$ cat config.mk
export PLATFORM = sky130hd
export DESIGN_NAME = fma_mant_core
export DESIGN_NICKNAME = d
export VERILOG_FILES = /design/src/rtl/fma_mant_pkg.sv /design/src/rtl/fma_sticky_shr.sv /design/src/rtl/fma_prod_stage.sv /design/src/rtl/fma_align.sv /design/src/rtl/fma_sum_norm.sv /design/src/rtl/fma_mant_core.sv
export SDC_FILE = /design/constraint.sdc
export NUM_CORES = 2
export LEC_CHECK = 0
export ABC_AREA = 0
export BUFFER_PORTS_ARGS = -buffer_cell sky130_fd_sc_hd__buf_2
export CORE_UTILIZATION = 34
export DETAILED_ROUTE_END_ITERATION = 10
export PLACE_DENSITY_LB_ADDON = 0.05
export SETUP_SLACK_MARGIN = 0.02
export SYNTH_ARGS = -nofsm -noshare
export SYNTH_HDL_FRONTEND = slang
export SYNTH_SLANG_ARGS = --single-unit
$ cat constraint.sdc
create_clock -name clk -period 48.5 [get_ports clk]
set_input_delay 0 -clock clk [delete_from_list [all_inputs] [get_ports clk]]
set_output_delay 0 -clock clk [all_outputs]
set_load 0.05 [all_outputs]
$ cat src/rtl/fma_mant_pkg.sv
// Shared constants and types for the fused multiply-add mantissa datapath.
// Assumes single-precision operands that are already unpacked and normalised.
package fma_mant_pkg;
    localparam int MANT_W_D = 24;   // mantissa width including hidden bit
    localparam int EXP_W_D  = 10;   // signed exponent width
    localparam int WORD_W_D = 64;   // working word width
    localparam int OUT_W_D  = 27;   // output mantissa: 24 + guard, round, sticky

    // Rounding mode encoding seen at the rmode port
    typedef enum logic [1:0] {
        RM_NEAR = 2'b00,
        RM_ZERO = 2'b01,
        RM_UP   = 2'b10,
        RM_DOWN = 2'b11
    } rmode_e;
endpackage

$ cat src/rtl/fma_sticky_shr.sv
// Right shift that ORs every bit shifted out into bit 0 of the result.
// Assumes AMT_W is wide enough to hold W-1; amounts of W-1 or more leave
// only the sticky bit.
module fma_sticky_shr #(
    parameter int W     = 64,
    parameter int AMT_W = 11
) (
    input  logic [W-1:0]     din,
    input  logic [AMT_W-1:0] amt,
    output logic [W-1:0]     dout
);
    logic [W-1:0] kept;
    logic         lost;

    // Shift, then fold the discarded bits into the lowest position
    always_comb begin
        kept = din >> amt;
        lost = |(din & ~({W{1'b1}} << amt));
        if (amt >= AMT_W'(W - 1)) begin
            dout = {{(W-1){1'b0}}, |din};
        end else begin
            dout = {kept[W-1:1], kept[0] | lost};
        end
    end
endmodule

$ cat src/rtl/fma_prod_stage.sv
// Exact mantissa product placed in the working word with its leading one at
// bit WORD_W-2. Assumes both mantissas have the hidden bit set, so the raw
// product's leading one is in one of its top two bits.
module fma_prod_stage #(
    parameter int MANT_W = 24,
    parameter int EXP_W  = 10,
    parameter int WORD_W = 64
) (
    input  logic              x_sign,
    input  logic [EXP_W-1:0]  x_exp,
    input  logic [MANT_W-1:0] x_mant,
    input  logic              y_sign,
    input  logic [EXP_W-1:0]  y_exp,
    input  logic [MANT_W-1:0] y_mant,
    input  logic              neg_prod,
    output logic              p_sign,
    output logic [EXP_W-1:0]  p_exp,
    output logic [WORD_W-1:0] p_word
);
    localparam int PROD_W = 2 * MANT_W;
    localparam int PIN_SH = WORD_W - PROD_W;

    logic [PROD_W-1:0] prod;
    logic [WORD_W-1:0] raw;

    // Multiply, move to the top of the word and pin the leading one
    always_comb begin
        prod   = x_mant * y_mant;
        raw    = {prod, {PIN_SH{1'b0}}};
        p_word = raw[WORD_W-1] ? (raw >> 1) : raw;
        p_exp  = x_exp + y_exp + EXP_W'(raw[WORD_W-1]);
        p_sign = x_sign ^ y_sign ^ neg_prod;
    end
endmodule

$ cat src/rtl/fma_align.sv
// Brings the product and z to a common exponent by sticky-shifting the one
// with the smaller exponent. Assumes z_mant has its hidden bit set.
module fma_align #(
    parameter int MANT_W = 24,
    parameter int EXP_W  = 10,
    parameter int WORD_W = 64
) (
    input  logic [EXP_W-1:0]  p_exp,
    input  logic [WORD_W-1:0] p_word,
    input  logic [EXP_W-1:0]  z_exp,
    input  logic [MANT_W-1:0] z_mant,
    output logic [WORD_W-1:0] a_p,
    output logic [WORD_W-1:0] a_z,
    output logic [EXP_W-1:0]  com_exp
);
    localparam int Z_SH  = WORD_W - 1 - MANT_W;
    localparam int AMT_W = EXP_W + 1;

    logic [AMT_W-1:0]  d;
    logic [AMT_W-1:0]  z_amt;
    logic [AMT_W-1:0]  p_amt;
    logic [WORD_W-1:0] z_word;

    // Exponent difference and per-operand shift amounts
    always_comb begin
        z_word  = {1'b0, z_mant, {Z_SH{1'b0}}};
        d       = {z_exp[EXP_W-1], z_exp} - {p_exp[EXP_W-1], p_exp};
        z_amt   = d[AMT_W-1] ? (~d + AMT_W'(1)) : '0;
        p_amt   = (!d[AMT_W-1] && (d != '0)) ? d : '0;
        com_exp = d[AMT_W-1] ? p_exp : z_exp;
    end

    fma_sticky_shr #(.W(WORD_W), .AMT_W(AMT_W)) u_shr_z (
        .din(z_word), .amt(z_amt), .dout(a_z)
    );

    fma_sticky_shr #(.W(WORD_W), .AMT_W(AMT_W)) u_shr_p (
        .din(p_word), .amt(p_amt), .dout(a_p)
    );
endmodule

$ cat src/rtl/fma_sum_norm.sv
// Adds or subtracts the aligned words, renormalises to a leading one at
// bit WORD_W-2 and narrows to OUT_W bits with a sticky bit. Assumes both
// aligned words are below 2**(WORD_W-1).
module fma_sum_norm #(
    parameter int EXP_W  = 10,
    parameter int WORD_W = 64,
    parameter int OUT_W  = 27
) (
    input  logic              z_zero,
    input  logic              z_sign,
    input  logic              p_sign,
    input  logic [EXP_W-1:0]  p_exp,
    input  logic [WORD_W-2:0] p_word,
    input  logic [WORD_W-1:0] a_z,
    input  logic [WORD_W-1:0] a_p,
    input  logic [EXP_W-1:0]  com_exp,
    input  logic [1:0]        rmode,
    output logic              res_sign,
    output logic [EXP_W-1:0]  res_exp,
    output logic [OUT_W-1:0]  res_mant
);
    import fma_mant_pkg::*;

    localparam int LEAD   = WORD_W - 2;
    localparam int FIN_SH = LEAD - (OUT_W - 1);
    localparam int SH_W   = $clog2(WORD_W);

    logic [WORD_W-1:0] sum;
    logic [WORD_W-1:0] diff;
    logic [LEAD:0]     word;
    logic [SH_W-1:0]   lead_pos;
    logic [SH_W-1:0]   shamt;

    // Select the operation, then normalise the working word
    always_comb begin
        sum      = a_z + a_p;
        diff     = (a_z >= a_p) ? (a_z - a_p) : (a_p - a_z);
        lead_pos = '0;
        for (int i = 0; i < WORD_W; i++) begin
            if (diff[i]) lead_pos = SH_W'(i);
        end
        shamt    = SH_W'(LEAD) - lead_pos;
        word     = '0;
        res_exp  = com_exp;
        res_sign = z_sign;
        if (z_zero) begin
            word     = p_word;
            res_exp  = p_exp;
            res_sign = p_sign;
        end else if (z_sign == p_sign) begin
            if (sum[WORD_W-1]) begin
                word    = {sum[WORD_W-1:2], sum[1] | sum[0]};
                res_exp = com_exp + EXP_W'(1);
            end else begin
                word    = sum[LEAD:0];
            end
        end else if (diff == '0) begin
            res_sign = (rmode == RM_DOWN);
            res_exp  = '0;
        end else begin
            res_sign = (a_z >= a_p) ? z_sign : p_sign;
            word     = (LEAD+1)'(diff << shamt);
            res_exp  = com_exp - EXP_W'(shamt);
        end
    end

    // Narrow to the output width, keeping the dropped bits as sticky
    always_comb begin
        res_mant = {word[LEAD -: OUT_W-1], |word[FIN_SH:0]};
    end
endmodule

$ cat src/rtl/fma_mant_core.sv
// Top of the fused multiply-add mantissa datapath: exact product, alignment,
// add/subtract and normalisation, with the result registered one cycle after
// an accepted operation. Assumes normalised operands; special values and
// rounding are handled by neighbouring stages.
module fma_mant_core #(
    parameter int MANT_W = fma_mant_pkg::MANT_W_D,
    parameter int EXP_W  = fma_mant_pkg::EXP_W_D,
    parameter int WORD_W = fma_mant_pkg::WORD_W_D,
    parameter int OUT_W  = fma_mant_pkg::OUT_W_D
) (
    input  logic              clk,
    input  logic              rst_n,
    input  logic              in_valid,
    input  logic              x_sign,
    input  logic [EXP_W-1:0]  x_exp,
    input  logic [MANT_W-1:0] x_mant,
    input  logic              y_sign,
    input  logic [EXP_W-1:0]  y_exp,
    input  logic [MANT_W-1:0] y_mant,
    input  logic              z_sign,
    input  logic [EXP_W-1:0]  z_exp,
    input  logic [MANT_W-1:0] z_mant,
    input  logic              z_zero,
    input  logic              neg_prod,
    input  logic [1:0]        rmode,
    output logic              out_valid,
    output logic              out_sign,
    output logic [EXP_W-1:0]  out_exp,
    output logic [OUT_W-1:0]  out_mant
);
    localparam int LEAD = WORD_W - 2;

    logic              p_sign;
    logic [EXP_W-1:0]  p_exp;
    logic [WORD_W-1:0] p_word;
    logic [WORD_W-1:0] a_p;
    logic [WORD_W-1:0] a_z;
    logic [EXP_W-1:0]  com_exp;
    logic              res_sign;
    logic [EXP_W-1:0]  res_exp;
    logic [OUT_W-1:0]  res_mant;

    fma_prod_stage #(.MANT_W(MANT_W), .EXP_W(EXP_W), .WORD_W(WORD_W)) u_prod (
        .x_sign(x_sign), .x_exp(x_exp), .x_mant(x_mant),
        .y_sign(y_sign), .y_exp(y_exp), .y_mant(y_mant),
        .neg_prod(neg_prod),
        .p_sign(p_sign), .p_exp(p_exp), .p_word(p_word)
    );

    fma_align #(.MANT_W(MANT_W), .EXP_W(EXP_W), .WORD_W(WORD_W)) u_align (
        .p_exp(p_exp), .p_word(p_word), .z_exp(z_exp), .z_mant(z_mant),
        .a_p(a_p), .a_z(a_z), .com_exp(com_exp)
    );

    fma_sum_norm #(.EXP_W(EXP_W), .WORD_W(WORD_W), .OUT_W(OUT_W)) u_sum (
        .z_zero(z_zero), .z_sign(z_sign), .p_sign(p_sign), .p_exp(p_exp),
        .p_word(p_word[LEAD:0]), .a_z(a_z), .a_p(a_p), .com_exp(com_exp),
        .rmode(rmode),
        .res_sign(res_sign), .res_exp(res_exp), .res_mant(res_mant)
    );

    // Result register: capture on in_valid, hold otherwise
    always_ff @(posedge clk) begin
        if (!rst_n) begin
            out_valid <= 1'b0;
            out_sign  <= 1'b0;
            out_exp   <= '0;
            out_mant  <= '0;
        end else begin
            out_valid <= in_valid;
            if (in_valid) begin
                out_sign <= res_sign;
                out_exp  <= res_exp;
                out_mant <= res_mant;
            end
        end
    end
endmodule

Word level (Yosys, flattened, before mapping)
Cells that the tools add are included.
Storage, ports and cells
  bits in registers: 39
  input bits: 112
  output and inout bits: 39
  logic and storage cells: 126
Cells by class
  $add $sub $neg: 10
  multiply operators: 1
  $lt $le $gt $ge: 3
  equality and inequality tests: 2
  shifts and indexed selects: 5
  multiplexer cells: 82
  bitwise logic cells: 10
  reductions and logical operators: 9
Operator list (number)
  63-bit two-way mux: 5
  6-bit two-way mux: 32
  64-bit two-way mux: 3
  64-bit OR reduction: 3
  63-bit by 64-bit bitwise AND with 64-bit output: 2
  64-bit inverter: 2
  64-bit by 11-bit left shift with 64-bit output (first input constant): 2
  63-bit by 11-bit right shift with 64-bit output: 2
  64-bit subtractor: 2
  5-bit two-way mux: 16
  64-bit adder: 1
  64-bit >= comparator: 1
  64-bit zero test: 1
  64-bit by 6-bit left shift with 63-bit output: 1
  10-bit two-way mux: 5
  24-bit by 24-bit multiplier with 48-bit output: 1
  37-bit OR reduction: 1
  4-bit two-way mux: 8
  24-bit OR reduction: 1
  11-bit by 6-bit >= comparator with 1-bit output (second input constant): 2
  11-bit two-way mux: 2
  3-bit two-way mux: 4
  11-bit by 1-bit adder with 11-bit output (second input constant): 1
  11-bit inverter: 1
  15 further kinds: 23

Logic depth before layout (Yosys ltp)
  depth in word-level cells: 83
  gate-level depth with buffers: 103
  depth with buffers taken out: 86

Modules after synthesis
A second synthesis with hierarchy kept.
Second synthesis, totals
  cells, all modules: 7135
  area, all modules: 53657.7 um^2
Modules (own cells, without submodules)
  fma_sum_norm: instances 1, cells an instance 3062, area each 20327.0 um^2, sequential area each 0.0 um^2
  fma_prod_stage: instances 1, cells an instance 2265, area each 19866.6 um^2, sequential area each 0.0 um^2
  fma_sticky_shr: instances 2, cells an instance 766, area each 5491.5 um^2, sequential area each 0.0 um^2
  fma_mant_core: instances 1, cells an instance 125, area each 1478.9 um^2, sequential area each 780.7 um^2
  fma_align: instances 1, cells an instance 151, area each 1002.2 um^2, sequential area each 0.0 um^2

Worst setup path before layout
No wires, ideal clock.
  path type: input port to flip-flop
  from: input port y_mant[3]
  to: register out_exp[9]
  library setup time: 117 ps
  arrival: 20860 ps
  path slack: 27522 ps
  cell stages on the path: 89
  cells stage by stage: clkbuf_1 nand2_1 fa_1 inv_1 fa_1 inv_1 fa_1 fa_1 inv_1 fa_1 fa_1 inv_1 fa_1 inv_1 ha_1 a21o_1 a21oi_1 nand2_1 [... 53 more ...] buf_2 buf_2 ha_1 clkbuf_1 clkbuf_1 o2111ai_1 a21oi_1 buf_2 buf_2 buf_2 buf_1 ha_1 a221oi_2 nor2b_1 nor4_1 xnor2_1 a221o_1 a32o_1
Between the ends
  word-level cells in the longest chain between the ends: 82
  elaborated cells on any way between the ends: 105
RTL lines
  from (decl): RTL line fma_mant_core.sv:19  | input logic [MANT_W-1:0] y_mant,
  24-bit by 24-bit multiplier with 48-bit output (*): RTL line fma_prod_stage.sv:28  | prod = x_mant * y_mant;
  10-bit by 1-bit adder with 10-bit output: RTL line fma_prod_stage.sv:31  | p_exp = x_exp + y_exp + EXP_W'(raw[WORD_W-1]);
  10-bit by 10-bit subtractor with 11-bit output: RTL line fma_align.sv:27  | d = {z_exp[EXP_W-1], z_exp} - {p_exp[EXP_W-1], p_exp};
  11-bit inverter (tied with other cells): RTL line fma_align.sv:28  | z_amt = d[AMT_W-1] ? (~d + AMT_W'(1)) : '0;
  11-bit by 1-bit adder with 11-bit output / 1-bit logical AND (equally long branches): RTL line fma_align.sv:28, fma_align.sv:29
  11-bit two-way mux, on equally long branches: RTL line fma_align.sv:28, fma_align.sv:29
  64-bit by 11-bit left shift with 64-bit output: RTL line fma_sticky_shr.sv:18  | lost = |(din & ~({W{1'b1}} << amt));
  64-bit inverter: RTL line fma_sticky_shr.sv:18
  [... 13 more ...]
  4-bit two-way mux (8 in a row): RTL line fma_sum_norm.sv:40  | if (diff[i]) lead_pos = SH_W'(i);
  5-bit two-way mux (16 in a row): RTL line fma_sum_norm.sv:40
  6-bit two-way mux (32 in a row): RTL line fma_sum_norm.sv:40
  6-bit subtractor: RTL line fma_sum_norm.sv:42  | shamt = SH_W'(LEAD) - lead_pos;
  10-bit by 6-bit subtractor with 10-bit output: RTL line fma_sum_norm.sv:63  | res_exp = com_exp - EXP_W'(shamt);
  10-bit two-way mux: RTL line fma_sum_norm.sv:57  | end else if (diff == '0) begin
  10-bit two-way mux: RTL line fma_sum_norm.sv:50  | end else if (z_sign == p_sign) begin
  10-bit two-way mux (*): RTL line fma_sum_norm.sv:46  | if (z_zero) begin
  to (signal assigned): RTL line fma_mant_core.sv:73  | out_exp <= res_exp;
  to (decl): RTL line fma_mant_core.sv:28  | output logic [EXP_W-1:0] out_exp,
Every way passes the cells marked *; elsewhere a longest branch is shown, timed or not.
A chain may end at the register's enable or synchronous reset.

Worst setup path after layout
  from: input port y_mant[4]
  to: register out_exp[9]
The elaborated chain is that of the path after synthesis.

==> flow_summary_export.csv <==
group,metric,value,unit
synthesis,yosysWarningCount,0,
synthesis,synth_area,0.0488,mm²
placed_design,gp_congestion,1.02,
worst_setup_path,max_stage_delay,1.00,ns
timing,slew_viol_final,0,
synthesis,netlist.area_leader.share,20.1,%
layout,fill_cells,15700,
detailed_routing,drtIter0Drc,5318,
floorplanning,die_area,0.145,mm²
timing,fmax,38.9,MHz
global_route,grt_max_degree,61,
detailed_routing,num_vias,52700,
timing,hold_viol_final,0,
timing,period_minus_slack,25.71,ns
layout,layout.cells.most_common_list,"nand2_1 (843), inv_1 (742), nor2_1 (545), a21oi_1 (512), fa_1 (489)",
synthesis,syn-instance-count,6829,
detailed_routing,vias_per_cell,6.14,
clock_network,root_buffer,"clkbuf_16",
layout,final_common_cell,"nand2_1",
clock_network,cts_resized,0,
timing,whs,0.100,ns
global_route,grt_usage,35.0,%
hold_path,hold_class,"in2reg",
synthesis,synth.area.top_cells,"fa_1 (20%), ha_1 (10%), nand2_1 (6.5%), inv_1 (5.7%), a21oi_1 (5.3%)",
clock_network,insertion_delay,0.29,ns
clock_network,clk_pin_slew_worst_paths,0.07,ns
detailed_routing,antenna_left,0,
timing,finalSetupViolCount,0,
layout,synthToLayoutAreaGrowth,5.32,%
synthesis,synthDistinctLibCells,117,
detailed_routing,wl,260000,µm
floorplanning,die_x,381,µm
synthesis,ys.flop_type,"dfxtp_1",
timing,finClkSkew,0,ns
synthesis,ys_async_sr_fraction,0,%
synthesis,synth_edf_count,0,
worst_setup_path,worstSetupStartpointType,"input pin",
status,status,"finished clean",
layout,drive_above_1_share,7.69,%
clock_network,cts_tree,"built",
worst_setup_path,crit_path_frequent_cell,"inv_1",
timing,worst_pin_slew,1.37,ns
global_route,grt_pass1_wl,376000,µm
clock_network,cts.path.max_buffers,2,
floorplanning,initial_core_util,34.4,%
global_route,grt-ovfl-total,0,
placed_design,port_buffers,150,
worst_setup_path,worst_ep_arrival_time,25.89,ns
layout,fin_nets,7681,
timing,fin_crit_sh,53.0,%
floorplanning,num_rows,138,
job,max-cap-violations,0,
floorplanning,core_area,0.142,mm²
timing,tns,0,ns
synthesis,avgSynthCellArea,7.14,µm²
worst_setup_path,path_max_fanout,44,
detailed_routing,drc_errors,0,
synthesis,synth-seq-cells,39,
floorplanning,die-height,381,µm
clock_network,ctsHoldBuffers,0,
clock_network,htree_levels,2,
placed_design,dp_hpwl,218000,µm
synthesis,synth_top_area_cell,"fa_1",
clock_network,post_cts_buffers,0,
worst_setup_path,critPathKind,"in2reg",
detailed_routing,wl_per_cell,30.3,µm
clock_network,clock_sinks,39,
worst_setup_path,required,48.68,ns
worst_setup_path,cp-end-kind,"flip-flop",
global_route,antenna_found_initial,2,
synthesis,synth_fp_nets,7818,
timing,grt_setup_unrepaired,"false",
detailed_routing,firstDrtPassIters,6,
worst_setup_path,critPathSlowestCell,"a2111oi_0",
synthesis,ys_seq_area_share,1.60,%
timing,maxSlewHeadroom,5.72,%
floorplanning,io_pins,151,
clock_network,numCtsBuffers,5,
global_route,grt_pass1_vias,51900,
-- cell usage after synthesis (18+ instances only) --
| cell type | count |
|---|---|
| o221ai_1 | 59 |
| o2111ai_1 | 18 |
| nand4_1 | 82 |
| o21ai_0 | 380 |
| or2_2 | 31 |
| and3_1 | 37 |
| nand3_1 | 157 |
| a21oi_1 | 513 |
| nor2b_1 | 38 |
| buf_2 | 63 |
| o21ai_1 | 20 |
| fa_1 | 489 |
| buf_1 | 40 |
| inv_1 | 742 |
| a22oi_1 | 30 |
| and2_1 | 326 |
| mux2_2 | 56 |
| o22ai_1 | 52 |
| dfxtp_1 | 39 |
| nand2_1 | 844 |
| o211ai_1 | 73 |
| a221oi_1 | 45 |
| a221o_1 | 20 |
| nor2_1 | 549 |
| ha_1 | 388 |
| mux4_2 | 37 |
| mux2i_1 | 191 |
| or3_1 | 37 |
| o21a_1 | 67 |
| nand2b_1 | 59 |
| nor4_1 | 36 |
| a31oi_1 | 66 |
| a21o_1 | 66 |
| clkbuf_1 | 291 |
| o31ai_1 | 23 |
| a211oi_1 | 77 |
| xnor2_1 | 148 |
| a21boi_0 | 23 |
| o21bai_1 | 64 |
| xor2_1 | 46 |
| nor3_1 | 142 |
-- final timing paths --
| check | startpoint | slack, ns | to | cells past startpoint |
|---|---|---|---|---|
| min reg2reg | out_exp[2] | 0.46 | out_exp[2] | 2 |
| max reg2reg | out_mant[0] | 47.39 | out_mant[0] | 3 |
| min | rst_n | 0.10 | out_mant[3] | 2 |
| max | y_mant[4] | 22.79 | out_exp[9] | 83 |
-- worst max-delay path, delay by kind of cell --
| kind | cells | cell delay, ns |
|---|---|---|
| compound gates | 26 | 7.75 |
| xor+xnor | 3 | 0.55 |
| fa+ha+maj | 14 | 6.79 |
| buf+inv | 15 | 2.80 |
| simple gates | 25 | 7.82 |
-- cell type report --
type | count | area, µm² | area share, %
Clock buffer | 5 | 125 | 0.244
Multi-Input combinational cell | 5625 | 43600 | 84.8
Inverter | 751 | 2820 | 5.49
Tap cell | 1890 | 2360 | 4.60
Timing Repair Buffer | 270 | 1650 | 3.22
Clock inverter | 3 | 46.3 | 0.0901
Antenna cell | 1 | 2.50 | 0.00487
Sequential cell | 39 | 781 | 1.52
-- kinds of logic after synthesis --
family	count (synthesis)	synth area share, %
buf+inv	1165	9.34
mux	285	6.95
fa+ha+maj	880	30.1
xor+xnor	194	3.48
simple gates	2422	23.6
flops	39	1.60
compound gates	1844	24.9
-- sequential cells by signal, indices dropped and copies added, names as in the netlist --
register,cells
out_exp,10
out_valid,1
out_sign,1
out_mant,27
-- metal layers --
layer | track usage [%] | vias up | wire length [µm]
li1 | - | 23400 | -
met1 | 44.1 | 26300 | 105000
met2 | 57.3 | 2397 | 119000
met3 | 3.62 | 558 | 15800
met4 | 21.6 | 4 | 19900
met5 | 0 | - | 24
-- stage by stage --
| stage | cell area, µm² | utilization [%] | setup WS (ns) | std cells |
|---|---|---|---|---|
| 3_5_place_dp | 51200 | 36.1 | 23.09 | 8575 |
| 3_3_place_gp | 51200 | 36.1 | 22.99 | 8575 |
| 2_1_floorplan | 48800 | - | 27.52 | 6829 |
| 4_1_cts | 51400 | 36.2 | 23.33 | 8583 |
| 6_report | 51400 | 36.2 | 22.79 | 8584 |
| 5_1_grt | 51400 | 36.2 | 21.74 | 8583 |
Power is not shown: default switching activity piles up to over one toggle a cycle in this logic, so the estimate is an artifact.
